--- src/rtl/h2i_pkg.sv ---
// Shared types and constants for the half-precision to integer converter.
// Assumes rounding-mode codes and flag bit positions fixed by the block's contract.
package h2i_pkg;

    typedef enum logic [2:0] {
        RM_NEAREST_EVEN = 3'd0,
        RM_TO_ZERO      = 3'd1,
        RM_DOWN         = 3'd2,
        RM_UP           = 3'd3
    } rmode_e;

    localparam int FLAG_W       = 5;
    localparam int FLAG_INVALID = 4;
    localparam int FLAG_INEXACT = 0;

endpackage

--- src/rtl/h2i_unpack.sv ---
// Splits a floating-point operand into sign, exponent and significand and classifies it.
// Assumes IEEE-754 layout: sign on top, then EXP_W exponent bits, then MAN_W fraction bits.
module h2i_unpack #(
    parameter int EXP_W = 5,
    parameter int MAN_W = 10,
    localparam int OP_W = 1 + EXP_W + MAN_W
) (
    input  logic [OP_W-1:0]  op,
    output logic             sign,
    output logic [EXP_W-1:0] exp_field,
    output logic [MAN_W:0]   mant,
    output logic             is_nan,
    output logic             is_inf
);
    logic [MAN_W-1:0] frac;
    logic             exp_ones;
    logic             exp_zero;

    // Field extraction and class decode.
    always_comb begin
        sign      = op[OP_W-1];
        exp_field = op[OP_W-2:MAN_W];
        frac      = op[MAN_W-1:0];
        exp_ones  = &exp_field;
        exp_zero  = ~|exp_field;
        mant      = {~exp_zero, frac};
        is_nan    = exp_ones & (|frac);
        is_inf    = exp_ones & ~(|frac);
    end

endmodule

--- src/rtl/h2i_align.sv ---
// Places the significand on a fixed binary point and yields the integer part plus round and sticky bits.
// Assumes a finite operand; infinities and NaNs are overridden downstream.
module h2i_align #(
    parameter int EXP_W = 5,
    parameter int MAN_W = 10,
    parameter int MAG_W = 17
) (
    input  logic [EXP_W-1:0] exp_field,
    input  logic [MAN_W:0]   mant,
    output logic [MAG_W-1:0] int_part,
    output logic             round_bit,
    output logic             sticky_bit
);
    localparam int                BIAS   = (2 ** (EXP_W - 1)) - 1;
    localparam int                FIX_W  = MAG_W + MAN_W;
    localparam logic [EXP_W-1:0]  BIAS_E = EXP_W'(BIAS);
    localparam logic [EXP_W-1:0]  HALF_E = EXP_W'(BIAS - 1);

    logic [FIX_W-1:0] fixed;

    // Split the value into integer part, first dropped bit, and OR of the rest.
    always_comb begin
        fixed      = '0;
        int_part   = '0;
        round_bit  = 1'b0;
        sticky_bit = 1'b0;
        if (exp_field == '0) begin
            sticky_bit = |mant;                      // zero or subnormal: below one half
        end else if (exp_field < HALF_E) begin
            sticky_bit = 1'b1;                       // normal value below one half
        end else if (exp_field == HALF_E) begin
            round_bit  = 1'b1;                       // value in [0.5, 1)
            sticky_bit = |mant[MAN_W-1:0];
        end else begin
            fixed      = FIX_W'(mant) << (exp_field - BIAS_E);
            int_part   = fixed[FIX_W-1:MAN_W];
            round_bit  = fixed[MAN_W-1];
            sticky_bit = |fixed[MAN_W-2:0];
        end
    end

endmodule

--- src/rtl/h2i_round.sv ---
// Applies the selected rounding direction to a sign-magnitude integer with round/sticky bits.
// Assumes int_part leaves headroom for one increment (true when bits were discarded).
module h2i_round #(
    parameter int MAG_W = 17
) (
    input  logic [MAG_W-1:0] int_part,
    input  logic             round_bit,
    input  logic             sticky_bit,
    input  logic             sign,
    input  logic [2:0]       rmode,
    output logic [MAG_W-1:0] mag,
    output logic             inexact
);
    import h2i_pkg::*;

    logic lost;
    logic bump;

    // Decide whether the magnitude steps up by one, per rounding direction.
    always_comb begin
        lost = round_bit | sticky_bit;
        case (rmode)
            RM_NEAREST_EVEN: bump = round_bit & (sticky_bit | int_part[0]);
            RM_DOWN:         bump = sign & lost;
            RM_UP:           bump = ~sign & lost;
            default:         bump = 1'b0;            // toward zero, also codes 4..7
        endcase
        mag     = int_part + MAG_W'(bump);
        inexact = lost;
    end

endmodule

--- src/rtl/h2i_range.sv ---
// Range-checks the rounded magnitude against the target and builds the final integer and flags.
// Assumes narrow results are sign-extended into the XLEN-bit destination.
module h2i_range #(
    parameter int XLEN     = 64,
    parameter int NARROW_W = 32,
    parameter int MAG_W    = 17
) (
    input  logic                     sign,
    input  logic                     is_nan,
    input  logic                     is_inf,
    input  logic [MAG_W-1:0]         mag,
    input  logic                     inexact,
    input  logic                     want_signed,
    input  logic                     want_wide,
    output logic [XLEN-1:0]          result,
    output logic [h2i_pkg::FLAG_W-1:0] flags
);
    import h2i_pkg::*;

    localparam int              CW       = ((MAG_W > XLEN) ? MAG_W : XLEN) + 1;
    localparam logic [XLEN-1:0] ALL1     = '1;
    localparam logic [XLEN-1:0] WIDE_MAX = {1'b0, {(XLEN-1){1'b1}}};
    localparam logic [XLEN-1:0] WIDE_MIN = {1'b1, {(XLEN-1){1'b0}}};
    localparam logic [XLEN-1:0] NAR_MAX  = XLEN'({1'b0, {(NARROW_W-1){1'b1}}});
    localparam logic [XLEN-1:0] NAR_MIN  = ~NAR_MAX;
    localparam logic [CW-1:0]   LP_W     = CW'(WIDE_MAX);
    localparam logic [CW-1:0]   LN_W     = CW'(WIDE_MIN);
    localparam logic [CW-1:0]   LU_W     = CW'(ALL1);
    localparam logic [CW-1:0]   LP_N     = CW'(NAR_MAX);
    localparam logic [CW-1:0]   LN_N     = CW'(NAR_MAX) + CW'(1);
    localparam logic [CW-1:0]   LU_N     = CW'({NARROW_W{1'b1}});

    logic [CW-1:0]   mag_x;
    logic [CW-1:0]   lim_pos;
    logic [CW-1:0]   lim_neg;
    logic [CW-1:0]   lim_uns;
    logic            sat_high;
    logic            sat_low;
    logic [XLEN-1:0] val_hi;
    logic [XLEN-1:0] val_lo;
    logic [XLEN-1:0] plain;

    // Pick the range limits for the selected target width.
    always_comb begin
        mag_x   = CW'(mag);
        lim_pos = want_wide ? LP_W : LP_N;
        lim_neg = want_wide ? LN_W : LN_N;
        lim_uns = want_wide ? LU_W : LU_N;
    end

    // Classify into saturate-high, saturate-low or in-range.
    always_comb begin
        sat_high = 1'b0;
        sat_low  = 1'b0;
        if (is_nan) begin
            sat_high = 1'b1;
        end else if (is_inf) begin
            sat_high = ~sign;
            sat_low  = sign;
        end else if (want_signed) begin
            sat_high = ~sign & (mag_x > lim_pos);
            sat_low  = sign & (mag_x > lim_neg);
        end else begin
            sat_high = ~sign & (mag_x > lim_uns);
            sat_low  = sign & (mag != '0);
        end
    end

    // Form saturation values and the in-range two's-complement value.
    always_comb begin
        val_hi = want_signed ? (want_wide ? WIDE_MAX : NAR_MAX) : ALL1;
        val_lo = want_signed ? (want_wide ? WIDE_MIN : NAR_MIN) : '0;
        plain  = XLEN'(mag);
        if (want_signed && sign) begin
            plain = -plain;
        end
        if (!want_wide) begin
            plain = {{(XLEN-NARROW_W){plain[NARROW_W-1]}}, plain[NARROW_W-1:0]};
        end
    end

    // Final selection; invalid suppresses inexact.
    always_comb begin
        flags = '0;
        if (sat_high || sat_low) begin
            result              = sat_high ? val_hi : val_lo;
            flags[FLAG_INVALID] = 1'b1;
        end else begin
            result              = plain;
            flags[FLAG_INEXACT] = inexact;
        end
    end

endmodule

--- src/rtl/h2i_convert.sv ---
// Top: half-precision operand to 32/64-bit signed/unsigned integer, one register stage.
// Assumes inputs are stable at the rising edge; the outputs follow one edge later.
module h2i_convert #(
    parameter int EXP_W    = 5,
    parameter int MAN_W    = 10,
    parameter int XLEN     = 64,
    parameter int NARROW_W = 32,
    localparam int OP_W    = 1 + EXP_W + MAN_W,
    localparam int MAG_W   = (2 ** (EXP_W - 1)) + 1
) (
    input  logic                       clk,
    input  logic                       rst_n,
    input  logic [OP_W-1:0]            op_value,
    input  logic                       op_signed,
    input  logic                       op_wide,
    input  logic [2:0]                 op_rmode,
    output logic [XLEN-1:0]            res_int,
    output logic [h2i_pkg::FLAG_W-1:0] res_flags
);
    import h2i_pkg::*;

    logic             u_sign;
    logic [EXP_W-1:0] u_exp;
    logic [MAN_W:0]   u_mant;
    logic             u_nan;
    logic             u_inf;
    logic [MAG_W-1:0] a_int;
    logic             a_round;
    logic             a_sticky;
    logic [MAG_W-1:0] r_mag;
    logic             r_inexact;
    logic [XLEN-1:0]  c_result;
    logic [FLAG_W-1:0] c_flags;
    logic             out_live;

    h2i_unpack #(.EXP_W(EXP_W), .MAN_W(MAN_W)) u_unpack (
        .op(op_value), .sign(u_sign), .exp_field(u_exp), .mant(u_mant),
        .is_nan(u_nan), .is_inf(u_inf)
    );

    h2i_align #(.EXP_W(EXP_W), .MAN_W(MAN_W), .MAG_W(MAG_W)) u_align (
        .exp_field(u_exp), .mant(u_mant), .int_part(a_int),
        .round_bit(a_round), .sticky_bit(a_sticky)
    );

    h2i_round #(.MAG_W(MAG_W)) u_round (
        .int_part(a_int), .round_bit(a_round), .sticky_bit(a_sticky),
        .sign(u_sign), .rmode(op_rmode), .mag(r_mag), .inexact(r_inexact)
    );

    h2i_range #(.XLEN(XLEN), .NARROW_W(NARROW_W), .MAG_W(MAG_W)) u_range (
        .sign(u_sign), .is_nan(u_nan), .is_inf(u_inf), .mag(r_mag),
        .inexact(r_inexact), .want_signed(op_signed), .want_wide(op_wide),
        .result(c_result), .flags(c_flags)
    );

    // Output register stage with synchronous active-low reset.
    always_ff @(posedge clk) begin
        if (!rst_n) begin
            res_int   <= '0;
            res_flags <= '0;
            out_live  <= 1'b0;
        end else begin
            res_int   <= c_result;
            res_flags <= c_flags;
            out_live  <= 1'b1;
        end
    end

    // reset clears the outputs regardless of the operand.
    assert_reset_clear_R1: assert property (@(posedge clk)
        !rst_n |=> (res_int == '0 && res_flags == '0));

    // only invalid and inexact positions are used, never together.
    assert_flags_legal_R3: assert property (@(posedge clk) disable iff (!rst_n)
        out_live |-> (res_flags[3:1] == '0 && !(res_flags[FLAG_INVALID] && res_flags[FLAG_INEXACT])));

    // negative finite operand to unsigned target yields zero.
    assert_uns_neg_zero_R8: assert property (@(posedge clk) disable iff (!rst_n)
        (out_live && $past(!op_signed && op_value[OP_W-1] && !(&op_value[OP_W-2:MAN_W])))
        |-> (res_int == '0));

    // any NaN operand raises invalid alone.
    assert_nan_invalid_R9: assert property (@(posedge clk) disable iff (!rst_n)
        (out_live && $past((&op_value[OP_W-2:MAN_W]) && (|op_value[MAN_W-1:0])))
        |-> (res_flags == 5'h10));

    // narrow results are sign-extended from the narrow top bit.
    assert_narrow_sext_R11: assert property (@(posedge clk) disable iff (!rst_n)
        (out_live && $past(!op_wide))
        |-> (res_int[XLEN-1:NARROW_W] == {(XLEN-NARROW_W){res_int[NARROW_W-1]}}));

    // zeros of either sign convert exactly to zero.
    assert_zero_exact_R12: assert property (@(posedge clk) disable iff (!rst_n)
        (out_live && $past(op_value[OP_W-2:0] == '0))
        |-> (res_int == '0 && res_flags == '0));

endmodule

--- config.mk ---
export PLATFORM = sky130hd
export DESIGN_NAME = h2i_convert
export DESIGN_NICKNAME = d
export VERILOG_FILES = /design/src/rtl/h2i_pkg.sv /design/src/rtl/h2i_unpack.sv /design/src/rtl/h2i_align.sv /design/src/rtl/h2i_round.sv /design/src/rtl/h2i_range.sv /design/src/rtl/h2i_convert.sv
export SDC_FILE = /design/constraint.sdc
export NUM_CORES = 1
export LEC_CHECK = 0
export ABC_AREA = 0
export BUFFER_PORTS_ARGS = -buffer_cell sky130_fd_sc_hd__buf_2
export CAP_MARGIN = 20
export CORE_MARGIN = 1
export CORE_UTILIZATION = 35
export DETAILED_ROUTE_END_ITERATION = 8
export SYNTH_ARGS = -nofsm -noshare
export SYNTH_HDL_FRONTEND = slang
export SYNTH_SLANG_ARGS = --single-unit
--- constraint.sdc ---
create_clock -name clk -period 12 [get_ports clk]
set_input_delay 3.6 -clock clk [delete_from_list [all_inputs] [get_ports clk]]
set_output_delay 3.6 -clock clk [all_outputs]
set_load 0.05 [all_outputs]
==> summary.md <==
| Metric | Value |
|---|---|
| Post-synth top area share | 26.7% |
| Layout cell share with drive strength beyond 1 | 27.9% |
| Post-Route WL | 9530 um |
| ANT nets after route | 0 |
| Drc violations | 0 |
| CTS clk-pin slew, worst paths | 0.09 ns |
| Cts repair resizes | 0 |
| Yosys warnings | 0 |
| Crit path kind | input port to flip-flop |
| Register area share after synthesis | 26.7% |
| Pre-Repair DR Iteration Count | 5 |
| Clock Sinks | 51 |
| Initial antenna violation count | 0 |
| Setup_tns | 0 ns |
| Startpoint types | input port |
| Mapped Area | 3820 sq um |
| Util after Layout | 41.3% |
| Placeable Area | 10500 sq um |
| Worst path required time | 12.21 ns |
| Switching power total | 222 uW |
| Nets@finish | 531 |
| Power per cell area | 127 nW/um^2 |
| CTS tree | built |
| Post-Synthesis Cells | 438 |
| Clk buf depth | 2 |
| Internal power | 325 uW |
| Filler Cells Inserted | 1083 |
| Outcome | complete, no violations |
| Port bufs | 88 |
| Placed Instances | 627 |
| Number of global-route vias before repair | 3216 |
| Initial DRC Count | 335 |
| Leakage power figure | 2.07 nW |
| Combinational power share | 43.6% |
| Max-slew headroom | 39.3% |
| CP max FO | 25 |
| Height of the die | 107 um |
| Async set-reset flop share out of synthesis | 0% |
| Width of the die | 107 um |
| Pins Over Slew Limit | 0 |
| DR vias | 3504 |
| N_diodes | 0 |
| Clock Root Buffer | clkbuf_8 |
| EDFF count, synth | 0 |
| Largest vdd supply drop | 0.0722 mV |
| Hold WC Path Type | input port to flip-flop |
| Gr usage total | 17.2% |
| Largest net degree at the start of global routing | 29 |
| Sequential Power Share | 34.3% |
| Fin cells | 635 |
| Number of synthesized register bits | 51 |
| Final GP Congestion | 0.945 |
| RSZ-0062 raised after global routing | false |
| First-pass GRT wire length | 15800 um |
| CTS buffer count | 5 |
| Biggest area consumer among synthesized cells | dfxtp_1 |
| Cts hold-fix bufs | 0 |
| Worst Max-Slew Pin Slew | 0.908 ns |
| Io pins | 92 |
| Ys flop type | dfxtp_1 |
| Final HPWL DP | 7540 um |
| GR Overflow Total | 0 |
| Synth Area per Inst | 8.73 sq um |
| Maximum clock frequency | 97.7 MHz |
| H-tree Lvls | 2 |
| Final Hold Viols | 0 |
| Syn-to-layout area delta | 13.2% |
| Worst setup EP type | flip-flop |
| Pre-CTS setup slack | 1.54 ns |
| Sw frac | 40.6% |
| Rows | 37 |
| Max capacitance violation total | 0 |
| Drt wl/cell | 15.0 um |
| Vias/cell | 5.52 |
| Distinct cells, synth | 83 |
| Die area | 11300 sq um |
| Number of setup violations in the final report | 0 |
| Period utilization | 85.3% |
| Initial core utilization | 36.5% |
| Postcts setup bufs | 0 |
| Clock share of power | 22.1% |
| Worst endpoint data arrival time | 10.44 ns |
| Final worst-path setup slack | 1.77 ns |
| Top post-synthesis cells by area | dfxtp_1 27%, mux4_2 5.9%, nand2_1 4.8% |
| Final Critical Period | 10.23 ns |
-- cell usage in the layout (no fill, tap or decap), types with 3 or more instances in the layout --
| master | netlist | final |
|---|---|---|
| buf_2 | 6 | 88 |
| dfxtp_1 | 51 | 51 |
| nand2_1 | 49 | 49 |
| nor2_1 | 31 | 31 |
| o21ai_0 | 26 | 26 |
| mux2i_1 | 16 | 16 |
| a21oi_1 | 16 | 16 |
| xnor2_1 | 14 | 14 |
| inv_1 | 12 | 12 |
| nand3_1 | 11 | 11 |
| xor2_1 | 10 | 10 |
| mux4_2 | 10 | 10 |
| ha_1 | 10 | 10 |
| and2_1 | 9 | 9 |
| o21ai_1 | 8 | 8 |
| mux2_2 | 7 | 7 |
| and3_1 | 7 | 7 |
| a31oi_1 | 6 | 6 |
| nor3_1 | 6 | 6 |
| clkbuf_8 | 0 | 6 |
| nor4_1 | 5 | 5 |
| nand2b_1 | 5 | 5 |
| or3_1 | 5 | 5 |
| o2111ai_1 | 4 | 4 |
| buf_4 | 22 | 4 |
| a21o_1 | 3 | 3 |
| nor3b_1 | 3 | 3 |
| or2_2 | 3 | 3 |
| a22o_1 | 3 | 3 |
| nand4b_4 | 3 | 3 |
| conb_1 | 1 | 3 |
-- synth_stat cells (3+ instances only) --
| library cell | count |
|---|---|
| a21oi_1 | 16 |
| nand4b_4 | 3 |
| a31oi_1 | 6 |
| nor4_1 | 5 |
| buf_4 | 22 |
| buf_2 | 6 |
| nor2_1 | 31 |
| o2111ai_1 | 4 |
| xnor2_1 | 14 |
| dfxtp_1 | 51 |
| inv_1 | 12 |
| a22o_1 | 3 |
| nand3_1 | 11 |
| nand2b_1 | 5 |
| mux2i_1 | 16 |
| mux4_2 | 10 |
| and3_1 | 7 |
| buf_6 | 3 |
| or3_1 | 5 |
| or2_2 | 3 |
| nor3_1 | 6 |
| mux2_2 | 7 |
| nand2_1 | 49 |
| ha_1 | 10 |
| and2_1 | 9 |
| nor3b_1 | 3 |
| a21o_1 | 3 |
| o21ai_1 | 8 |
| o21ai_0 | 26 |
| clkbuf_1 | 10 |
| xor2_1 | 10 |
-- critical path, stage by stage --
cell and delay [ns]:
buf_2 0.41, inv_1 0.25, ha_1 0.94, mux2i_1 0.36
mux2i_1 0.13, a221o_1 0.47, nor2_1 0.13, a31oi_1 0.09
o21ai_0 0.15, nand2_1 0.07, mux2_2 0.27, a21oi_1 0.17
a21oi_1 0.10, ha_1 0.20, o2111ai_1 0.26, and4bb_2 0.29
xnor2_1 0.24, and4b_1 0.34, nand4_4 0.16, nor3b_1 0.25
ha_1 0.20, nor2_1 0.05, a21oi_1 0.21, and2_0 0.32
nand2_1 0.28, nor2_1 0.24, mux2i_1 0.13, o2111ai_1 0.12
-- power groups by stage --
| stage | Combinational, mW | Sequential [mW] | Clock [mW] |
|---|---|---|---|
| 2_1_floorplan | 0.142 | 0.243 | 0 |
| 3_3_place_gp | 0.236 | 0.192 | 0 |
| 3_5_place_dp | 0.237 | 0.192 | 0 |
| 4_1_cts | 0.238 | 0.188 | 0.125 |
| 5_1_grt | 0.257 | 0.189 | 0.133 |
| 6_report | 0.239 | 0.188 | 0.121 |
-- per-layer routing --
metal | track usage [%] | wire length [um] | up-vias | share of wire (%)
li1 | - | - | 1699 | -
met1 | 23.4 | 4330 | 1662 | 45
met2 | 28.7 | 4520 | 130 | 47
met3 | 2.64 | 589 | 13 | 6.2
met4 | 3.23 | 93 | 0 | 0.98
met5 | 0 | 0 | - | 0
-- path summary, 6_finish.rpt --
path | start | end | slack [ns] | depth (start not counted)
max | op_value[10] | res_int[14] | 1.77 | 28
min | rst_n | res_int[8] | 3.63 | 2
-- layout make-up --
class	instances	area [sq um]	area share, %
Multi-Input combinational cell	336	2500	57.7
Clock buffer	6	82.6	1.91
Tap cell	136	170	3.93
Inverter	12	45.0	1.04
Timing Repair Buffer	92	470	10.9
Sequential cell	51	1020	23.6
Clock inverter	2	38.8	0.897
-- flip-flops by register name (all words and copies together), names as in the netlist --
| name | flops |
|---|---|
| res_int | 49 |
| res_flags | 2 |
-- stage by stage --
step	hold WS, ns	total power, mW	instance area (sq um)
global placement	3.93	0.428	4200
finish	3.63	0.547	4330
detailed placement	3.93	0.429	4200
floorplan	3.73	0.385	3830
CTS	3.62	0.551	4330
global route	3.63	0.580	4330
-- kinds of logic after synthesis --
family	after synthesis	share of synthesized area (%)
simple gates	162	24.6
compound gates	103	19.1
buf+inv	53	8.15
flops	51	26.7
mux	33	12.1
xor+xnor	25	5.92
fa+ha+maj	10	3.27
other cells	1	0.0981
Note: power is estimated with default switching activity, not from simulation.
